==> src/rtl/cmap_pkg.sv <==
// Shared widths and types for the cartridge address decoder.
package cmap_pkg;
    localparam int BANK_W    = 8;
    localparam int OFFS_W    = 16;
    localparam int ROM_AW    = 22;   // 4 MB of ROM space
    localparam int SRAM_LAW  = 19;   // 512 KB linear SRAM window
    localparam int WRAM_AW   = 17;   // 128 KB of work RAM

    typedef enum logic [2:0] {
        RGN_NONE = 3'd0,
        RGN_ROM  = 3'd1,
        RGN_SRAM = 3'd2,
        RGN_WRAM = 3'd3,
        RGN_IO   = 3'd4
    } region_e;

    typedef struct packed {
        region_e                 region;
        logic [ROM_AW-1:0]       rom;
        logic [SRAM_LAW-1:0]     sram;
        logic [WRAM_AW-1:0]      wram;
    } decode_t;
endpackage

==> src/rtl/cmap_sys_dec.sv <==
// System-area decoder: the WRAM banks, the low-RAM shadow and the register window.
// These rules are the same in both layouts and take priority over them.
// Assumes bank[7] only matters for telling $7E/$7F apart from $FE/$FF.
module cmap_sys_dec
    import cmap_pkg::*;
(
    input  logic [BANK_W-1:0]  bank,
    input  logic [OFFS_W-1:0]  offs,
    output logic               hit,
    output decode_t            dec
);
    // Classify the address against the fixed system regions.
    always_comb begin
        hit = 1'b0;
        dec = '0;
        dec.region = RGN_NONE;
        if (bank[7:1] == 7'h3F) begin
            hit        = 1'b1;
            dec.region = RGN_WRAM;
            dec.wram   = {bank[0], offs};
        end else if (!bank[6]) begin
            if (offs[15:13] == 3'b000) begin
                hit        = 1'b1;
                dec.region = RGN_WRAM;
                dec.wram   = {4'b0000, offs[12:0]};
            end else if (offs[15:8] == 8'h21 ||
                        (offs[15:8] >= 8'h42 && offs[15:8] <= 8'h44)) begin
                hit        = 1'b1;
                dec.region = RGN_IO;
            end
        end
    end
endmodule

==> src/rtl/cmap_lo_dec.sv <==
// Decoder for the 32 KB-per-bank layout: ROM in the upper half of each bank,
// SRAM in the lower half of banks $70-$7D and their mirrors, plus $FE/$FF.
// Assumes the system decoder has already claimed the WRAM banks.
module cmap_lo_dec
    import cmap_pkg::*;
(
    input  logic [BANK_W-1:0]  bank,
    input  logic [OFFS_W-1:0]  offs,
    output decode_t            dec
);
    logic [6:0] low7;
    assign low7 = bank[6:0];

    // Pick ROM or SRAM by offset half and bank range.
    always_comb begin
        dec = '0;
        dec.region = RGN_NONE;
        if (offs[15]) begin
            dec.region = RGN_ROM;
            dec.rom    = {low7, offs[14:0]};
        end else if ((low7 >= 7'h70 && low7 <= 7'h7D) || bank[7:1] == 7'h7F) begin
            dec.region = RGN_SRAM;
            dec.sram   = {bank[3:0], offs[14:0]};
        end
    end
endmodule

==> src/rtl/cmap_hi_dec.sv <==
// Decoder for the 64 KB-per-bank layout: full ROM banks from $40 up, the upper
// half of system banks mirrors the same chunk, SRAM windows in banks $20-$3F.
// Receives only the low seven bank bits, since both halves decode alike.
module cmap_hi_dec
    import cmap_pkg::*;
(
    input  logic [6:0]         bank7,
    input  logic [OFFS_W-1:0]  offs,
    output decode_t            dec
);
    // Pick ROM or SRAM by bank range and offset window.
    always_comb begin
        dec = '0;
        dec.region = RGN_NONE;
        if (bank7[6] || offs[15]) begin
            dec.region = RGN_ROM;
            dec.rom    = {bank7[5:0], offs};
        end else if (bank7[5] && offs[15:13] == 3'b011) begin
            dec.region = RGN_SRAM;
            dec.sram   = {1'b0, bank7[4:0], offs[12:0]};
        end
    end
endmodule

==> src/rtl/cmap_speed_reg.sv <==
// One-bit memory-speed register written by a bus store to SPEED_OFF in any
// system bank. Assumes the write strobe is qualified for one cycle per store.
module cmap_speed_reg
    import cmap_pkg::*;
#(
    parameter logic [OFFS_W-1:0] SPEED_OFF = 16'h420D
) (
    input  logic               clk,
    input  logic               rst_n,
    input  logic [BANK_W-1:0]  bank,
    input  logic [OFFS_W-1:0]  offs,
    input  logic               wr_en,
    input  logic               wr_bit,
    output logic               speed_q
);
    logic hit;
    assign hit = wr_en && !bank[6] && (offs == SPEED_OFF);

    // Load the speed bit on a matching store; clear on reset.
    always_ff @(posedge clk) begin
        if (!rst_n)   speed_q <= 1'b0;
        else if (hit) speed_q <= wr_bit;
    end

    // a store anywhere else leaves the bit alone.
    assert_speed_hold_R10: assert property (@(posedge clk) disable iff (!rst_n)
        !(wr_en && !bank[6] && offs == SPEED_OFF) |=> $stable(speed_q));
endmodule

==> src/rtl/cart_map_decoder.sv <==
// Cartridge bus address decoder, top level. Combines the system-area decoder
// with the decoder of the selected layout, wraps the SRAM offset to SRAM_AW
// bits and registers all results. Latency is one clock. Assumes map_hi is
// static for a given cartridge.
module cart_map_decoder
    import cmap_pkg::*;
#(
    parameter int SRAM_AW = 13
) (
    input  logic                 clk,
    input  logic                 rst_n,
    input  logic [23:0]          bus_addr,
    input  logic                 map_hi,
    input  logic                 wr_en,
    input  logic                 wr_speed_bit,
    output logic                 sel_rom,
    output logic                 sel_sram,
    output logic                 sel_wram,
    output logic                 sel_io,
    output logic                 open_bus,
    output logic [ROM_AW-1:0]    rom_off,
    output logic [SRAM_LAW-1:0]  sram_off,
    output logic [WRAM_AW-1:0]   wram_off,
    output logic                 fast_cycle
);
    localparam logic [SRAM_LAW-1:0] SRAM_MASK = SRAM_LAW'((64'd1 << SRAM_AW) - 64'd1);

    logic [BANK_W-1:0] bank;
    logic [OFFS_W-1:0] offs;
    assign bank = bus_addr[23:16];
    assign offs = bus_addr[15:0];

    logic    sys_hit;
    decode_t sys_dec, lo_dec, hi_dec, pick;
    logic    speed_q;

    cmap_sys_dec u_sys (.bank(bank), .offs(offs), .hit(sys_hit), .dec(sys_dec));
    cmap_lo_dec  u_lo  (.bank(bank), .offs(offs), .dec(lo_dec));
    cmap_hi_dec  u_hi  (.bank7(bank[6:0]), .offs(offs), .dec(hi_dec));

    cmap_speed_reg u_speed (
        .clk(clk), .rst_n(rst_n), .bank(bank), .offs(offs),
        .wr_en(wr_en), .wr_bit(wr_speed_bit), .speed_q(speed_q)
    );

    // Resolve priority: system area first, then the active layout.
    always_comb begin
        if (sys_hit)     pick = sys_dec;
        else if (map_hi) pick = hi_dec;
        else             pick = lo_dec;
    end

    // Register selects, offsets and speed flag; offsets zero when unselected.
    always_ff @(posedge clk) begin
        if (!rst_n) begin
            sel_rom    <= 1'b0;
            sel_sram   <= 1'b0;
            sel_wram   <= 1'b0;
            sel_io     <= 1'b0;
            open_bus   <= 1'b1;
            rom_off    <= '0;
            sram_off   <= '0;
            wram_off   <= '0;
            fast_cycle <= 1'b0;
        end else begin
            sel_rom    <= (pick.region == RGN_ROM);
            sel_sram   <= (pick.region == RGN_SRAM);
            sel_wram   <= (pick.region == RGN_WRAM);
            sel_io     <= (pick.region == RGN_IO);
            open_bus   <= (pick.region == RGN_NONE);
            rom_off    <= (pick.region == RGN_ROM)  ? pick.rom : '0;
            sram_off   <= (pick.region == RGN_SRAM) ? (pick.sram & SRAM_MASK) : '0;
            wram_off   <= (pick.region == RGN_WRAM) ? pick.wram : '0;
            fast_cycle <= bank[7] & speed_q;
        end
    end

    // one and only one target reported.
    assert_one_target_R1: assert property (@(posedge clk) disable iff (!rst_n)
        $countones({sel_rom, sel_sram, sel_wram, sel_io, open_bus}) == 1);

    // offsets stay zero for unselected targets.
    assert_idle_offsets_R1: assert property (@(posedge clk) disable iff (!rst_n)
        (!sel_rom -> rom_off == '0) && (!sel_sram -> sram_off == '0) &&
        (!sel_wram -> wram_off == '0));

    // the two WRAM banks always answer as WRAM.
    assert_wram_banks_R5: assert property (@(posedge clk) disable iff (!rst_n)
        $past(rst_n) && $past(bus_addr[23:17] == 7'h3F) |-> sel_wram);

    // the 32 KB layout never puts ROM in a lower bank half.
    assert_lo_half_R3: assert property (@(posedge clk) disable iff (!rst_n)
        $past(rst_n) && $past(!map_hi && !bus_addr[15]) |-> !sel_rom);

    // page $21 of a system bank is always the register window.
    assert_io_page_R7: assert property (@(posedge clk) disable iff (!rst_n)
        $past(rst_n) && $past(!bus_addr[22] && bus_addr[15:8] == 8'h21) |-> sel_io);

    // the fast flag only follows an address in the upper bank half.
    assert_fast_upper_R10: assert property (@(posedge clk) disable iff (!rst_n)
        fast_cycle |-> $past(bus_addr[23]));
endmodule

==> config.mk <==
export PLATFORM = sky130hd
export DESIGN_NAME = cart_map_decoder
export DESIGN_NICKNAME = d
export VERILOG_FILES = /design/src/rtl/cmap_pkg.sv /design/src/rtl/cmap_sys_dec.sv /design/src/rtl/cmap_lo_dec.sv /design/src/rtl/cmap_hi_dec.sv /design/src/rtl/cmap_speed_reg.sv /design/src/rtl/cart_map_decoder.sv
export SDC_FILE = /design/constraint.sdc
export NUM_CORES = 1
export LEC_CHECK = 0
export BUFFER_PORTS_ARGS = -buffer_cell sky130_fd_sc_hd__buf_2
export CAP_MARGIN = 20
export CELL_PAD_IN_SITES_DETAIL_PLACEMENT = 1
export CELL_PAD_IN_SITES_GLOBAL_PLACEMENT = 2
export CORE_MARGIN = 1
export CORE_UTILIZATION = 34
export DETAILED_ROUTE_END_ITERATION = 10
export GPL_ROUTABILITY_DRIVEN = 0
export PLACE_DENSITY = 0.78
export SLEW_MARGIN = 20
export SYNTH_ARGS = -nofsm -noshare
export SYNTH_HDL_FRONTEND = slang
export SYNTH_HIERARCHICAL = 1
export SYNTH_SLANG_ARGS = --single-unit
==> constraint.sdc <==
create_clock -name clk -period 3 [get_ports clk]
set_clock_uncertainty 0.05 [all_clocks]
set_input_delay 0.45 -clock clk [delete_from_list [all_inputs] [get_ports clk]]
set_output_delay 0.45 -clock clk [all_outputs]
set_load 0.01 [all_outputs]
==> run summary, run 1 <==
Maximum buffer depth of the clock tree = 2
Die H = 122 um
Initial antenna violation count = 0
Via-to-Cell Ratio = 4.71
Type of the worst setup path = input port to flop
DR WL/cell = 16.6 um
CP startpoint kind = input port
Crit. End Element = flop
Layout cells sized above 1 = 0.341
GR Overflow Total = 0
Num Clock Sinks = 59
Io pins = 93
Yosys warns = 6
PortBufs = 86
DRT Wirelength = 13200 um
FMAX = 441 MHz
Pre-antenna DRT Iters = 4
Final period util = 0.755
Nets = 639
Syn-to-layout area delta = 12.1%
Remaining DRCs = 0
Critical-path maximum fanout = 21
Count of pins over their slew limit = 0
Largest net degree at the start of global routing = 51
Number of global-route vias before repair = 3735
Tot GR Track Use = 0.185
Commonest non-fill, non-tap cell in the layout = buf_2
Post-CTS Setup Repair Bufs = 0
Initial Utilization = 0.350
HPWL after detailed placement = 9280 um
RSZ-0062 raised after global routing = false
Post-Syn Area = 0.00487 mm2
Post-CTS resize count = 0
Fin. Hold Viols = 0
Status = finished, final reports clean
Worst EP required = 3.13 ns
Max-cap violations = 0
Clk slew on worst S/H paths = 0.06 ns
Total number of vias = 3747
Mean post-synth cell area = 8.86 um2
Die X = 122 um
Final Critical Period = 2.27 ns
Htree depth = 3
Crit path DAT = 2.39 ns
Clk Latency, worst-skew pair = 0.35 ns
Most frequent cells in the layout = 86 x buf_2, 77 x conb_1, 71 x nand2_1
Fillers = 1676
Mapped Cells = 550
Total Neg Setup Slack = 0 ns
Core area = 0.0139 mm2
Clock root cell = clkbuf_16
Num CTS Buffers = 9
Peak VDD IR = 0.302 mV
Least-Margin Pin Slew = 0.854 ns
Min-delay worst type = input port to flop
Initial DRC Count = 183
Final setup viols = 0
Rel. slew slack = 0.430
Die area = 0.0148 mm2
LEAKAGE = 2.28 nW
First-pass GRT wire length = 20500 um
PD cells = 435 mW/mm2
Final core utilization = 0.392
# diodes = 0
Hold bufs inserted after CTS = 0
Row cnt = 43
CTS tree = done
Routed Antenna Nets = 0
==> flip-flops by register name, summed over array words and instances, names as in the netlist <==
register / count
sel_sram: 1
fast_cycle: 1
sel_wram: 1
open_bus: 1
sel_rom: 1
u_speed/speed_q: 1
wram_off: 17
sram_off: 13
rom_off: 22
sel_io: 1
==> power breakdown <==
| part | internal [W] | switching (W) | total (W) | leakage [nW] |
|---|---|---|---|---|
| combinational | 0.000166 | 0.000257 | 0.000423 | 1.64 |
| clock | 0.000770 | 0.000377 | 0.00115 | 0.159 |
| sequential | 0.000801 | 0.00000434 | 0.000805 | 0.477 |
==> worst max-delay path, stage by stage <==
cell       delay [ns]
buf_2            0.15
nor4b_1          0.16
a2bb2oi_1        0.35
o21bai_4         0.17
nand2_1          0.14
o21ai_4          0.19
buf_12           0.23
nor4b_1          0.53
==> metrics by stage <==
stage                     power, W  hold slack (ns)  instances  instance area [um2]  setup slack (ns)
after global placement     0.00123            0.393        779                 5130             0.483
after CTS                  0.00241            0.289        795                 5460             0.779
after floorplan            0.00119            0.380        623                 5150             0.449
after global routing       0.00248            0.293        795                 5460             0.633
final                      0.00238            0.299        795                 5460             0.735
after detailed placement   0.00124            0.412        779                 5130             0.421
==> layout make-up <==
type,instances,area [um2],share of cell area
multi-input combinational,432,3080,0.564
sequential,59,1180,0.216
timing repair buffer,105,636,0.116
clock buffer,12,256,0.0470
tap,180,225,0.0412
clock inverter,4,72.6,0.0133
inverter,3,11.3,0.00206
==> routing by layer <==
metal	wire, um	GRT usage
met1	6320	0.241
met2	5910	0.292
met3	631	0.0487
met4	296	0.0702
met5	0	0
==> final timing paths <==
check                               start                      endpoint  slack, ns  cells after the start
max                          bus_addr[13]       sram_off[12]$_SDFF_PN0_       0.73                      8
min                          wr_speed_bit  u_speed/speed_q$_SDFFE_PN0P_       0.30                      3
max reg2reg  u_speed/speed_q$_SDFFE_PN0P_  u_speed/speed_q$_SDFFE_PN0P_       2.39                      2
min reg2reg  u_speed/speed_q$_SDFFE_PN0P_  u_speed/speed_q$_SDFFE_PN0P_       0.42                      2
Note: power is estimated with default switching activity, not from simulation.
==> run 2, diff against run 1 <==
--- a/config.mk
+++ b/config.mk
@@ -5,15 +5,16 @@
 export SDC_FILE = /design/constraint.sdc
 export NUM_CORES = 1
 export LEC_CHECK = 0
+export ABC_AREA = 1
 export BUFFER_PORTS_ARGS = -buffer_cell sky130_fd_sc_hd__buf_2
 export CAP_MARGIN = 20
 export CELL_PAD_IN_SITES_DETAIL_PLACEMENT = 1
 export CELL_PAD_IN_SITES_GLOBAL_PLACEMENT = 2
 export CORE_MARGIN = 1
-export CORE_UTILIZATION = 34
+export CORE_UTILIZATION = 27
 export DETAILED_ROUTE_END_ITERATION = 10
 export GPL_ROUTABILITY_DRIVEN = 0
-export PLACE_DENSITY = 0.78
+export PLACE_DENSITY = 0.75
 export SLEW_MARGIN = 20
 export SYNTH_ARGS = -nofsm -noshare
 export SYNTH_HDL_FRONTEND = slang
==> constraint.sdc (replaced) <==
create_clock -name clk -period 1.9 [get_ports clk]
set_clock_uncertainty 0.05 [all_clocks]
set_input_delay 0.285 -clock clk [delete_from_list [all_inputs] [get_ports clk]]
set_output_delay 0.285 -clock clk [all_outputs]
set_load 0.01 [all_outputs]
==> run 2 against run 1 <==
  * Global-route usage is 2.0 points lower
  * Sequential share of layout area is 0.40 points higher
  * Highest routed layer unchanged
  * Synthesized cell count is 30% higher
  * First-iteration DRC count shrank 23%
  * Combinational power grew 70%
  * Largest cell class unchanged
  * Clock power up 26%
  * Register-to-register slack worse by 1.2 ns
  * Hold slack got worse by 0.12 ns
  * Critical path depth rose by 4
  * Final area is 1.8% lower
==> run summary, run 2 <==
Status = finished, final reports clean
Seq pwr share = 0.370
RSZ-0062 raised after global routing = false
# diodes = 0
GR Overflow Total = 0
Routed wl met2 = 6400 um
Num Clock Sinks = 59
CP startpoint kind = input port
Nets = 847
Peak VDD IR = 0.438 mV
DRT Wirelength = 13400 um
Clk pwr share = 0.421
PortBufs = 86
Regs by FF count = rom_off x22, wram_off x17, sram_off x13
Highest metal used = met4
WL met1 = 6400 um
Total number of vias = 4228
Die X = 131 um
Max reg flops = 22
Pre-antenna DRT Iters = 4
HPWL after detailed placement = 10400 um
Die H = 131 um
Initial antenna violation count = 0
Logic pwr share = 0.209
Hold bufs inserted after CTS = 0
CTS tree = done
Min-delay worst type = input port to flop
Fillers = 2111
PD cells = 643 mW/mm2
Power Internal = 0.00243 W
Die area = 0.0172 mm2
Routed Antenna Nets = 0
Layout cells sized above 1 = 0.274
Mapped Cells = 715
Number of global-route vias before repair = 4394
Initial DRC Count = 140
Yosys warns = 6
Clk slew on worst S/H paths = 0.05 ns
Final setup viols = 0
Crit. End Element = flop
Count of pins over their slew limit = 0
DR WL/cell = 12.9 um
Reg area = 0.00118 mm2
Switching Fraction = 0.295
Final period util = 0.869
Type of the worst setup path = input port to flop
Core area = 0.0161 mm2
Crit path DAT = 1.86 ns
Switch Pwr = 0.00102 W
Syn-to-layout area delta = 19.1%
Fin. Hold Viols = 0
Multi-input gate area = 0.00238 mm2
Via-to-Cell Ratio = 4.07
Most frequent cells in the layout = 165 x nand2_1, 91 x inv_1, 86 x buf_2
Mean post-synth cell area = 6.30 um2
Maximum buffer depth of the clock tree = 2
Final Critical Period = 1.65 ns
Total Neg Setup Slack = 0 ns
LEAKAGE = 3.01 nW
Final core utilization = 0.334
Initial Utilization = 0.280
WHS = 0.182 ns
Worst EP required = 2.11 ns
Largest net degree at the start of global routing = 33
Row cnt = 46
Io pins = 93
Top reg by flops = rom_off
Tot GR Track Use = 0.165
Htree depth = 3
Critical-path maximum fanout = 12
Remaining DRCs = 0
First-pass GRT wire length = 22200 um
Post-Syn Area = 0.00450 mm2
Num CTS Buffers = 9
Commonest non-fill, non-tap cell in the layout = nand2_1
Clk Latency, worst-skew pair = 0.34 ns
Clock root cell = clkbuf_16
Metal3 WL = 395 um
FMAX = 606 MHz
Max-cap violations = 0
[run 2: power groups by stage]
stage                     sequential (W)  combinational (W)  clock (W)
after floorplan                  0.00131           0.000540          0
after global placement           0.00130           0.000714          0
after detailed placement         0.00130           0.000722          0
after CTS                        0.00128           0.000725    0.00152
after global routing             0.00128           0.000814    0.00156
final                            0.00128           0.000721    0.00145
[run 2: timing repair]
action	in CTS	in global routing
endpoints found under the hold margin	0	0
setup buffers	0	0
endpoints found under the setup margin	0	12
gates resized for setup	0	1
[run 2: critical path, cell delays in order]
cell and delay, ns:
buf_2 0.16, nor2_1 0.12, nand2_1 0.06, nor2_1 0.10, nand3_1 0.11, nand2_1 0.11, inv_2 0.10, or2_0 0.21
nand2_1 0.12, nand2_2 0.15, buf_4 0.22, nor3_2 0.11
[run 2: final timing paths]
path                                     start               endpoint  slack [ns]  depth (start not counted)
hold reg to reg   u_speed/speed_q$_SDFFE_PN0P_  fast_cycle$_SDFF_PN0_        0.43                          2
setup reg to reg  u_speed/speed_q$_SDFFE_PN0P_  fast_cycle$_SDFF_PN0_        1.22                          2
hold / removal                           rst_n    open_bus$_SDFF_PN1_        0.18                          2
setup / recovery                  bus_addr[22]  rom_off[2]$_SDFF_PN0_        0.25                         12
[run 2: per-stage QoR]
stage / std cells / worst slack (ns) / power (W) / area, um2
4_1_cts: 1038 / 0.177 / 0.00352 / 5360
3_3_place_gp: 1023 / -0.143 / 0.00201 / 5100
2_1_floorplan: 788 / 0.0134 / 0.00185 / 4780
5_1_grt: 1038 / 0.0559 / 0.00365 / 5360
6_report: 1038 / 0.249 / 0.00345 / 5360
3_5_place_dp: 1023 / -0.176 / 0.00202 / 5100
[run 2: final cells by class]
| class | count | share of cell area |
|---|---|---|
| sequential | 59 | 0.220 |
| inverter | 96 | 0.0677 |
| clock inverter | 3 | 0.00280 |
| tap | 216 | 0.0504 |
| clock buffer | 12 | 0.0460 |
| timing repair buffer | 139 | 0.168 |
| multi-input combinational | 513 | 0.444 |
[run 2: per-layer routing]
metal | vias to the layer above | track usage
li1 | 2220 | -
met1 | 1932 | 0.202
met2 | 62 | 0.279
met3 | 14 | 0.0328
met4 | 0 | 0.0699
met5 | - | 0
==> run 3, diff against run 2 <==
--- a/config.mk
+++ b/config.mk
@@ -6,15 +6,16 @@
 export NUM_CORES = 1
 export LEC_CHECK = 0
 export ABC_AREA = 1
-export BUFFER_PORTS_ARGS = -buffer_cell sky130_fd_sc_hd__buf_2
 export CAP_MARGIN = 20
 export CELL_PAD_IN_SITES_DETAIL_PLACEMENT = 1
 export CELL_PAD_IN_SITES_GLOBAL_PLACEMENT = 2
 export CORE_MARGIN = 1
-export CORE_UTILIZATION = 27
+export CORE_UTILIZATION = 31
 export DETAILED_ROUTE_END_ITERATION = 10
+export DONT_BUFFER_PORTS = 1
 export GPL_ROUTABILITY_DRIVEN = 0
-export PLACE_DENSITY = 0.75
+export PLACE_DENSITY = 0.74
+export RECOVER_POWER = 100
 export SLEW_MARGIN = 20
 export SYNTH_ARGS = -nofsm -noshare
 export SYNTH_HDL_FRONTEND = slang
==> run 3 against run 2 <==
  * Global-route usage rose by 1.8 points
  * Power fell by 4.8%
  * Critical path type unchanged
  * Sequential power barely moved
  * Largest power group unchanged
  * Core utilization fell by 1.3 points
  * Wire length fell by 5.7%
  * Final cell count fell by 15%
  * Worst setup slack got worse by 0.067 ns
  * Via count fell by 10%
  * Hold slack got worse by 0.17 ns
  * Clock power rose by 3%
  * First-iteration DRC count rose by 2.1%
==> run summary, run 3 (same netlist as run 2, synthesis figures left out) <==
Number of global-route vias before repair = 3831
Remaining DRCs = 0
Rel. slew slack = 0.664
Least-Margin Pin Slew = 0.501 ns
Final instance area = 0.00450 mm2
CTS tree = done
Fillers = 1841
Final setup viols = 0
Initial antenna violation count = 0
DR WL/cell = 14.3 um
Io pins = 93
Post-CTS resize count = 0
Clk Latency, worst-skew pair = 0.34 ns
Top reg by flops = rom_off
Critical-path maximum fanout = 36
Largest net degree at the start of global routing = 58
Max-cap violations = 0
Regs by FF count = rom_off x22, wram_off x17, sram_off x13
Core area = 0.0140 mm2
Routed Antenna Nets = 0
Initial DRC Count = 143
CP startpoint kind = input port
DRT Wirelength = 12700 um
First-pass GRT wire length = 20700 um
Num Clock Sinks = 59
Initial Utilization = 0.321
Total number of vias = 3807
Status = finished, final reports clean
# diodes = 0
Count of pins over their slew limit = 0
Final Critical Period = 1.72 ns
Final std cells w/o fill = 885
Clock root cell = clkbuf_16
Layout cells sized above 1 = 0.109
Crit. End Element = flop
Post-Place Cells = 869
Commonest non-fill, non-tap cell in the layout = nand2_1
Crit path DAT = 1.85 ns
Die H = 123 um
Most frequent cells in the layout = 166 x nand2_1, 91 x inv_1, 77 x conb_1
Die area = 0.0150 mm2
Pre-antenna DRT Iters = 6
Final core utilization = 0.321
Worst EP required = 2.03 ns
Total Neg Setup Slack = 0 ns
Die X = 123 um
HPWL after detailed placement = 9440 um
DP Area = 0.00436 mm2
Htree depth = 3
Clk slew on worst S/H paths = 0.05 ns
GR Overflow Total = 0
Nets = 729
Row cnt = 43
Hold bufs inserted after CTS = 0
Min-delay worst type = input port to flop
PortBufs = 0
PD cells = 729 mW/mm2
Max reg flops = 22
Syn-to-layout area delta = 0.0000222%
Tot GR Track Use = 0.182
Final period util = 0.904
RSZ-0062 raised after global routing = false
LEAKAGE = 2.40 nW
Via-to-Cell Ratio = 4.30
Maximum buffer depth of the clock tree = 2
Peak VDD IR = 0.396 mV
WHS = 0.0133 ns
FMAX = 582 MHz
Fin. Hold Viols = 0
Num CTS Buffers = 9
Post-CTS Setup Repair Bufs = 0
Type of the worst setup path = input port to flop
==> run 3: cell count changes in the layout (fill, tap and decap cells not counted), sizes merged <==
cell / delta
clkbuf: +6
buf: -122
clkinv: -1
==> run 3: critical path, stage by stage <==
cell	delay, ns
nor2_1	0.12
nand3b_1	0.13
nand2_4	0.12
inv_4	0.03
nand2_1	0.11
inv_2	0.13
buf_12	0.19
nand3_1	0.09
o21ai_0	0.14
nor3_1	0.48
==> run 3: final timing paths <==
path	start	end	slack (ns)	cells past startpoint
min	rst_n	open_bus$_SDFF_PN1_	0.01	1
max reg2reg	u_speed/speed_q$_SDFFE_PN0P_	u_speed/speed_q$_SDFFE_PN0P_	1.25	4
max	bus_addr[14]	rom_off[0]$_SDFF_PN0_	0.18	10
min reg2reg	u_speed/speed_q$_SDFFE_PN0P_	fast_cycle$_SDFF_PN0_	0.42	2
==> run 3: final cells by class <==
type / count / area [um2] / share of cell area
clock inverter: 2 / 10.0 / 0.00222
tap: 180 / 225 / 0.0500
sequential: 59 / 1180 / 0.262
multi-input combinational: 513 / 2270 / 0.505
clock buffer: 14 / 264 / 0.0586
timing repair buffer: 21 / 185 / 0.0411
inverter: 96 / 363 / 0.0806
==> run 3: per-stage QoR <==
step	total power, W	setup WS (ns)
2_1_floorplan	0.00185	0.0134
3_3_place_gp	0.00183	-0.0986
3_5_place_dp	0.00184	-0.112
4_1_cts	0.00335	0.218
5_1_grt	0.00346	0.0672
6_report	0.00328	0.182
==> run 3: power by group <==
| part | internal [W] | switching (W) | total, W | leakage (nW) |
|---|---|---|---|---|
| sequential | 0.00127 | 0.0000244 | 0.00129 | 0.477 |
| clock | 0.000948 | 0.000555 | 0.00150 | 0.137 |
| combinational | 0.000167 | 0.000322 | 0.000489 | 1.79 |
==> run 3: per-layer routing <==
metal | global-route usage | vias up | wire length, um
met3 | 0.0376 | 14 | 595
met2 | 0.290 | 79 | 5730
met5 | 0 | - | 0
met4 | 0.0762 | 0 | 231
li1 | - | 1983 | -
met1 | 0.238 | 1731 | 6100
